[src/rtl/amc_pkg.sv]
package amc_pkg;
  // Gain sequencer phases
  typedef enum logic [1:0] {
    ST_PLAY  = 2'd0,  // unity gain
    ST_RAMP  = 2'd1,  // linear fade in progress
    ST_WAIT  = 2'd2,  // idle-stream delay before hard step
    ST_MUTED = 2'd3   // gain held at zero
  } mute_state_t;

  localparam int NUM_CH = 2;
endpackage

[src/rtl/amc_sync.sv]
module amc_sync #(
  parameter int   STAGES  = 2,
  parameter logic RST_VAL = 1'b1
) (
  input  logic clk,
  input  logic rst_n,
  input  logic d,
  output logic q
);
  logic [STAGES-1:0] chain;

  always_ff @(posedge clk or negedge rst_n) begin
    if (!rst_n) chain <= {STAGES{RST_VAL}};
    else        chain <= {chain[STAGES-2:0], d};
  end

  assign q = chain[STAGES-1];
endmodule

[src/rtl/amc_gain_seq.sv]
module amc_gain_seq
  import amc_pkg::*;
#(
  parameter int GAIN_W     = 16,
  parameter int RAMP_LEN   = 944,
  parameter int WAIT_TICKS = 4
) (
  input  logic              clk,
  input  logic              rst_n,
  input  logic              tick,
  input  logic              req,
  input  logic              audio_active,
  output logic [GAIN_W-1:0] gain,
  output logic              muted
);
  localparam int UNITY_I = 1 << (GAIN_W - 1);
  localparam int Q_I     = UNITY_I / RAMP_LEN;
  localparam int RM_I    = UNITY_I % RAMP_LEN;
  localparam int EW      = $clog2(2 * RAMP_LEN + 1);
  localparam int CW      = $clog2(WAIT_TICKS + 1);

  localparam logic [GAIN_W-1:0] UNITY = GAIN_W'(UNITY_I);
  localparam logic [GAIN_W-1:0] Q_G   = GAIN_W'(Q_I);
  localparam logic [EW-1:0]     RM_E  = EW'(RM_I);
  localparam logic [EW-1:0]     RL_E  = EW'(RAMP_LEN);
  localparam logic [CW-1:0]     WT_C  = CW'(WAIT_TICKS);

  mute_state_t       st_q, st_n;
  logic [GAIN_W-1:0] gain_q, gain_n;
  logic [EW-1:0]     err_q, err_n;
  logic [CW-1:0]     cnt_q, cnt_n;
  logic              muted_q, muted_n;

  // Step sizing: a quotient step plus a distributed remainder, so that
  // the sum of all steps equals unity exactly.
  logic [GAIN_W-1:0] base_g, dec, ramp_g;
  logic [EW-1:0]     base_e, e_sum, e_next;
  logic [CW-1:0]     base_c, cnt_inc;

  always_comb begin
    base_g = (st_q == ST_PLAY) ? UNITY : gain_q;
    base_e = (st_q == ST_PLAY) ? '0 : err_q;
    base_c = (st_q == ST_PLAY) ? '0 : cnt_q;
    e_sum  = base_e + RM_E;
    if (e_sum >= RL_E) begin
      dec    = Q_G + GAIN_W'(1);
      e_next = e_sum - RL_E;
    end else begin
      dec    = Q_G;
      e_next = e_sum;
    end
    ramp_g  = (dec >= base_g) ? '0 : (base_g - dec);
    cnt_inc = base_c + CW'(1);
  end

  always_comb begin
    st_n    = st_q;
    gain_n  = gain_q;
    err_n   = err_q;
    cnt_n   = cnt_q;
    muted_n = muted_q;
    if (tick) begin
      if (!req) begin
        st_n    = ST_PLAY;
        gain_n  = UNITY;
        err_n   = '0;
        cnt_n   = '0;
        muted_n = 1'b0;
      end else begin
        unique case (st_q)
          ST_PLAY, ST_RAMP: begin
            if (st_q == ST_RAMP || audio_active) begin
              gain_n  = ramp_g;
              err_n   = e_next;
              st_n    = (ramp_g == '0) ? ST_MUTED : ST_RAMP;
              muted_n = (ramp_g == '0);
            end else if (cnt_inc >= WT_C) begin
              gain_n  = '0;
              st_n    = ST_MUTED;
              muted_n = 1'b1;
            end else begin
              cnt_n = cnt_inc;
              st_n  = ST_WAIT;
            end
          end
          ST_WAIT: begin
            if (cnt_inc >= WT_C) begin
              gain_n  = '0;
              st_n    = ST_MUTED;
              muted_n = 1'b1;
            end else begin
              cnt_n = cnt_inc;
            end
          end
          default: ;
        endcase
      end
    end
  end

  always_ff @(posedge clk or negedge rst_n) begin
    if (!rst_n) begin
      st_q    <= ST_PLAY;
      gain_q  <= UNITY;
      err_q   <= '0;
      cnt_q   <= '0;
      muted_q <= 1'b0;
    end else begin
      st_q    <= st_n;
      gain_q  <= gain_n;
      err_q   <= err_n;
      cnt_q   <= cnt_n;
      muted_q <= muted_n;
    end
  end

  assign gain  = gain_q;
  assign muted = muted_q;
endmodule

[src/rtl/amc_scale.sv]
module amc_scale #(
  parameter int DATA_W = 24,
  parameter int GAIN_W = 16
) (
  input  logic [DATA_W-1:0] din,
  input  logic [GAIN_W-1:0] gain,
  output logic [DATA_W-1:0] dout
);
  localparam int PW   = DATA_W + GAIN_W + 1;
  localparam int FRAC = GAIN_W - 1;

  localparam logic signed [PW-1:0] BIAS  = PW'((1 << FRAC) - 1);
  localparam logic signed [PW-1:0] MAX_V =
    $signed({{(PW-DATA_W+1){1'b0}}, {(DATA_W-1){1'b1}}});
  localparam logic signed [PW-1:0] MIN_V = -MAX_V - PW'(1);

  logic signed [PW-1:0] a_ext, g_ext, prod, adj, shifted;

  always_comb begin
    a_ext   = $signed({{(PW-DATA_W){din[DATA_W-1]}}, din});
    g_ext   = $signed({{(PW-GAIN_W){1'b0}}, gain});
    prod    = a_ext * g_ext;
    // bias negative products so the arithmetic shift truncates toward zero
    adj     = prod[PW-1] ? (prod + BIAS) : prod;
    shifted = adj >>> FRAC;
    if (shifted > MAX_V)      dout = MAX_V[DATA_W-1:0];
    else if (shifted < MIN_V) dout = MIN_V[DATA_W-1:0];
    else                      dout = shifted[DATA_W-1:0];
  end
endmodule

[src/rtl/audio_mute_ctrl.sv]
module audio_mute_ctrl
  import amc_pkg::*;
#(
  parameter int DATA_W     = 24,
  parameter int GAIN_W     = 16,
  parameter int RAMP_LEN   = 944,
  parameter int WAIT_TICKS = 4,
  parameter int SYNC_STG   = 2
) (
  input  logic              clk,
  input  logic              rst_n,
  input  logic              mute_n,
  input  logic              clk_lost,
  input  logic              audio_active,
  input  logic              frame_tick,
  input  logic              in_valid,
  output logic              in_ready,
  input  logic [DATA_W-1:0] in_left,
  input  logic [DATA_W-1:0] in_right,
  output logic              out_valid,
  input  logic              out_ready,
  output logic [DATA_W-1:0] out_left,
  output logic [DATA_W-1:0] out_right,
  output logic              muted
);
  logic              mute_n_s;
  logic              mute_req;
  logic [GAIN_W-1:0] gain_w;
  logic              accept;

  amc_sync #(.STAGES(SYNC_STG), .RST_VAL(1'b1)) u_sync (
    .clk   (clk),
    .rst_n (rst_n),
    .d     (mute_n),
    .q     (mute_n_s)
  );

  assign mute_req = !mute_n_s || clk_lost;

  amc_gain_seq #(
    .GAIN_W     (GAIN_W),
    .RAMP_LEN   (RAMP_LEN),
    .WAIT_TICKS (WAIT_TICKS)
  ) u_seq (
    .clk          (clk),
    .rst_n        (rst_n),
    .tick         (frame_tick),
    .req          (mute_req),
    .audio_active (audio_active),
    .gain         (gain_w),
    .muted        (muted)
  );

  logic [DATA_W-1:0] ch_in  [NUM_CH];
  logic [DATA_W-1:0] ch_out [NUM_CH];
  logic [DATA_W-1:0] ch_q   [NUM_CH];

  assign ch_in[0] = in_left;
  assign ch_in[1] = in_right;
  assign in_ready = !out_valid || out_ready;
  assign accept   = in_valid && in_ready;

  for (genvar c = 0; c < NUM_CH; c++) begin : g_ch
    amc_scale #(.DATA_W(DATA_W), .GAIN_W(GAIN_W)) u_scale (
      .din  (ch_in[c]),
      .gain (gain_w),
      .dout (ch_out[c])
    );
    always_ff @(posedge clk or negedge rst_n) begin
      if (!rst_n)      ch_q[c] <= '0;
      else if (accept) ch_q[c] <= ch_out[c];
    end
  end

  always_ff @(posedge clk or negedge rst_n) begin
    if (!rst_n)         out_valid <= 1'b0;
    else if (in_ready)  out_valid <= in_valid;
  end

  assign out_left  = ch_q[0];
  assign out_right = ch_q[1];
endmodule

[config.mk]
export PLATFORM = sky130hd
export DESIGN_NAME = audio_mute_ctrl
export DESIGN_NICKNAME = d
export VERILOG_FILES = /design/src/rtl/amc_pkg.sv /design/src/rtl/amc_sync.sv /design/src/rtl/amc_gain_seq.sv /design/src/rtl/amc_scale.sv /design/src/rtl/audio_mute_ctrl.sv
export SDC_FILE = /design/constraint.sdc
export NUM_CORES = 2
export LEC_CHECK = 0
export BUFFER_PORTS_ARGS = -buffer_cell sky130_fd_sc_hd__clkbuf_2
export CAP_MARGIN = 20
export CELL_PAD_IN_SITES_DETAIL_PLACEMENT = 1
export CELL_PAD_IN_SITES_GLOBAL_PLACEMENT = 2
export CORE_ASPECT_RATIO = 0.8
export CORE_MARGIN = 8
export CORE_UTILIZATION = 42
export CTS_BUF_LIST = sky130_fd_sc_hd__clkbuf_8 sky130_fd_sc_hd__clkbuf_16
export DETAILED_ROUTE_END_ITERATION = 8
export GPL_TIMING_DRIVEN = 0
export PLACE_DENSITY_LB_ADDON = 0.25
export SYNTH_ARGS = -nofsm -noshare
export SYNTH_HDL_FRONTEND = slang
export SYNTH_SLANG_ARGS = --single-unit
export TNS_END_PERCENT = 1
[constraint.sdc]
create_clock -name clk -period 8.6 [get_ports clk]
set_input_delay 1.29 -clock clk [delete_from_list [all_inputs] [get_ports clk]]
set_output_delay 1.29 -clock clk [all_outputs]
set_load 0.01 [all_outputs]
==> metrics.csv <==
stage,metric,value,unit
placement,placed insts,5198,
routing,First-pass DRT Iterations,5,
sta,Final Skew,0.0162,ns
setup_path,worst reg2reg path startpoint,u_seq.gain[10],
sta,final setup margin,0.0734,ns
synthesis,top-area cell type share of the netlist area,0.439,
hold_path,Worst Hold Path EP,u_sync.chain[1],
synthesis,Post-synth EDFFs,0,
synthesis,"FF+latch count, synth",84,
setup_path,worst r2r path cells,26,
setup_path,CP required,8.83,ns
synthesis,prevailing post-synth register cell,dfrtp_1,
routing,Post-DRT Antenna Nets,0,
hold_path,Min-Delay Startpoint,u_sync.chain[0],
floorplanning,total die area,0.0914,mm2
finish,share of cells above drive strength 1,0.103,
finish,Sequential Area,0.00211,mm2
finish,post-layout util,0.466,
global_route,grt ovf,0,
setup_path,crit start category,input pin,
setup_path,crit path max-delay cell type,fa_1,
sta,Worst Max-Slew Pin Slew,1.16,ns
routing,DR iter-0 viols,1814,
clocking,Root Driver,clkbuf_16,
synthesis,Synth Instances,3985,
synthesis,Syn Nets,5003,
routing,drt total wl,119000,um
synthesis,Post-synth ARST share,1.00,
routing,DR vias/cell,5.39,
setup_path,R2R setup slack,0.12,ns
synthesis,Yosys top cell by area,fa_1,
setup_path,CP max stage delay,0.53,ns
setup_path,Crit Path Class,in2reg,
synthesis,"Seq/Total Area, Yosys",0.0612,
clocking,Num CTS Buffers,9,
synthesis,Area contributors post-synth,"fa_1 44%, inv_1 9.8%, ha_1 7.6%",
clocking,clk slew on worst S/H paths,0.08,ns
floorplanning,Rows,94,
placement,routability cong.,0.909,
finish,footprint of the multi-input gates,0.0287,mm2
placement,Setup WS pre-CTS,-1.97,ns
synthesis,Yosys warnings,0,
finish,Syn-to-layout area delta,10.7,%
clocking,clk_lat worst skew,0.40,ns
hold_path,Min-Delay Path Depth,0,
routing,drc violations,0,
placement,hpwl dp,101000,um
clocking,clk buf depth,2,
finish,Fillers,9694,
setup_path,r2r endpoint,out_right[15],
global_route,initial antenna violation count,9,
global_route,pin count of the biggest net entering global routing,51,
sta,final max-slew violation count,0,
finish,fin cells,5235,
clocking,hold buffer count at cts,0,
setup_path,most frequent CP cell,fa_1,
sta,Final setup violation count,0,
sta,crit share post-route,0.991,
setup_path,CP arrival,8.75,ns
clocking,H-tree levels,3,
synthesis,syn avg cell area,8.63,um2
setup_path,Worst Setup End Kind,register,
finish,fin nets,5139,
flow_run,max cap viols,0,
placement,PortBufs,106,
global_route,vias in the first global route,30100,
floorplanning,Die H,272,um
finish,"commonest cells after routing, fill and taps aside","893 x inv_1, 750 x fa_1, 578 x nand2_1, 347 x and2_1, 197 x ha_1",
finish,"commonest non-fill, non-tap cell in the layout",inv_1,
hold_path,hold crit path type,reg2reg,
floorplanning,Die W,336,um
sta,slew margin rel.,0.223,
status,outcome,"complete, no violations",
synthesis,Synth cell types,93,
global_route,Total GRT Usage,0.265,
floorplanning,Initial Utilization,0.421,
synthesis,Mapped Area,0.0344,mm2
routing,Vias,28200,
setup_path,Crit Path Max Fanout,10,
floorplanning,core box area,0.0817,mm2
routing,wire per inst,22.8,um
sta,RSZ-0062 raised after global routing,yes,
clocking,CTS Sinks,84,
global_route,first-pass GRT wire length,184000,um
sta,Final min period,8.53,ns
floorplanning,I/O Pins,107,
sta,"Hold Vio Cnt, Final",0,
sta,Fmax achieved,0.117,GHz
sta,setup TNS,0,ns
clocking,CTS tree,done,
[worst max-delay path, delay by kind of cell]
| family | cells | cell delay, ns |
|---|---|---|
| adder cells (fa/ha/maj) | 7 | 3.45 |
| AO/OA/AOI/OAI | 7 | 1.87 |
| AND/OR/NAND/NOR | 5 | 1.15 |
| buffers and inverters | 7 | 0.98 |
[worst max path at each step]
| stage | depth (start not counted) | slack, ns | to | startpoint |
|---|---|---|---|---|
| after floorplan | 25 | 0.24 | out_left[18] | in_left[23] |
| after global placement | 26 | -1.90 | out_right[8] | in_right[9] |
| after detailed placement | 24 | -1.97 | out_right[16] | in_right[10] |
| after CTS | 28 | -0.003 | out_right[16] | in_right[7] |
| after global routing | 29 | -0.11 | out_right[0] | u_seq.gain[7] |
| final | 26 | 0.07 | out_right[15] | in_right[11] |
[repair_timing]
| action | in CTS | in global routing |
|---|---|---|
| setup endpoints to repair | 48 | 47 |
| gates resized for setup | 230 | 243 |
| setup buffers | 12 | 26 |
| hold endpoints to repair | 0 | 0 |
| pin swaps | 9 | 40 |
| cloned | 0 | 0 |
[state kept, by name, indices dropped and copies added, names as in the netlist]
register and flops:
out_valid 1, out_right 24, u_sync.chain 2, u_seq.muted 1
u_seq.err_q 11, u_seq.cnt_q 3, u_seq.gain 16, out_left 24
u_seq.st_q 2
[per-stage QoR]
step	cell area, um2	hold WS (ns)
CTS	37400	0.370
global placement	36300	0.357
detailed placement	36400	0.358
floorplan	34400	0.345
finish	38100	0.366
global route	38100	0.375
[routing by layer]
| metal | vias to the layer above | routed length [um] | GRT usage |
|---|---|---|---|
| met1 | 14800 | 53900 | 0.384 |
| met4 | 4 | 3680 | 0.0753 |
| met5 | - | 30 | 0 |
| met3 | 150 | 10700 | 0.0701 |
| li1 | 12400 | - | - |
| met2 | 872 | 51200 | 0.389 |
[synthesized netlist by cell type, types with 13 or more instances]
library cell / n
xnor2_1: 75
nand2b_1: 13
a311o_1: 13
nand4_1: 34
a21o_1: 42
o21bai_1: 14
clkbuf_1: 190
nand3_1: 32
o211ai_1: 17
and2_1: 347
fa_1: 754
and3_1: 20
nor3_1: 40
a21oi_1: 119
ha_1: 208
o21ai_0: 92
inv_1: 895
xor2_1: 39
buf_2: 13
dfrtp_1: 81
nor2_1: 108
nand2_1: 580
a211oi_1: 23
nor2b_1: 14
o21a_1: 15
[cells by family after synthesis]
| family | after synthesis | share of synthesized area |
|---|---|---|
| xor+xnor | 114 | 0.0290 |
| simple gates | 1255 | 0.181 |
| mux | 8 | 0.00240 |
| compound gates | 455 | 0.0905 |
| flops | 84 | 0.0612 |
| fa+ha+maj | 962 | 0.514 |
| buf+inv | 1107 | 0.122 |
[layout make-up]
cell class                      instances  share of cell area
Antenna cell                            5            0.000329
Buffer                                190              0.0328
Clock buffer                            9             0.00591
Clock inverter                          7             0.00197
Inverter                              895              0.0885
Multi-Input combinational cell       2794               0.755
Sequential cell                        84              0.0554
Tap cell                             1104              0.0363
Timing Repair Buffer                  147              0.0241
Power is left out: the tool's default activity adds up to more than one toggle a clock period on the data nets, which glitch-free logic cannot reach.
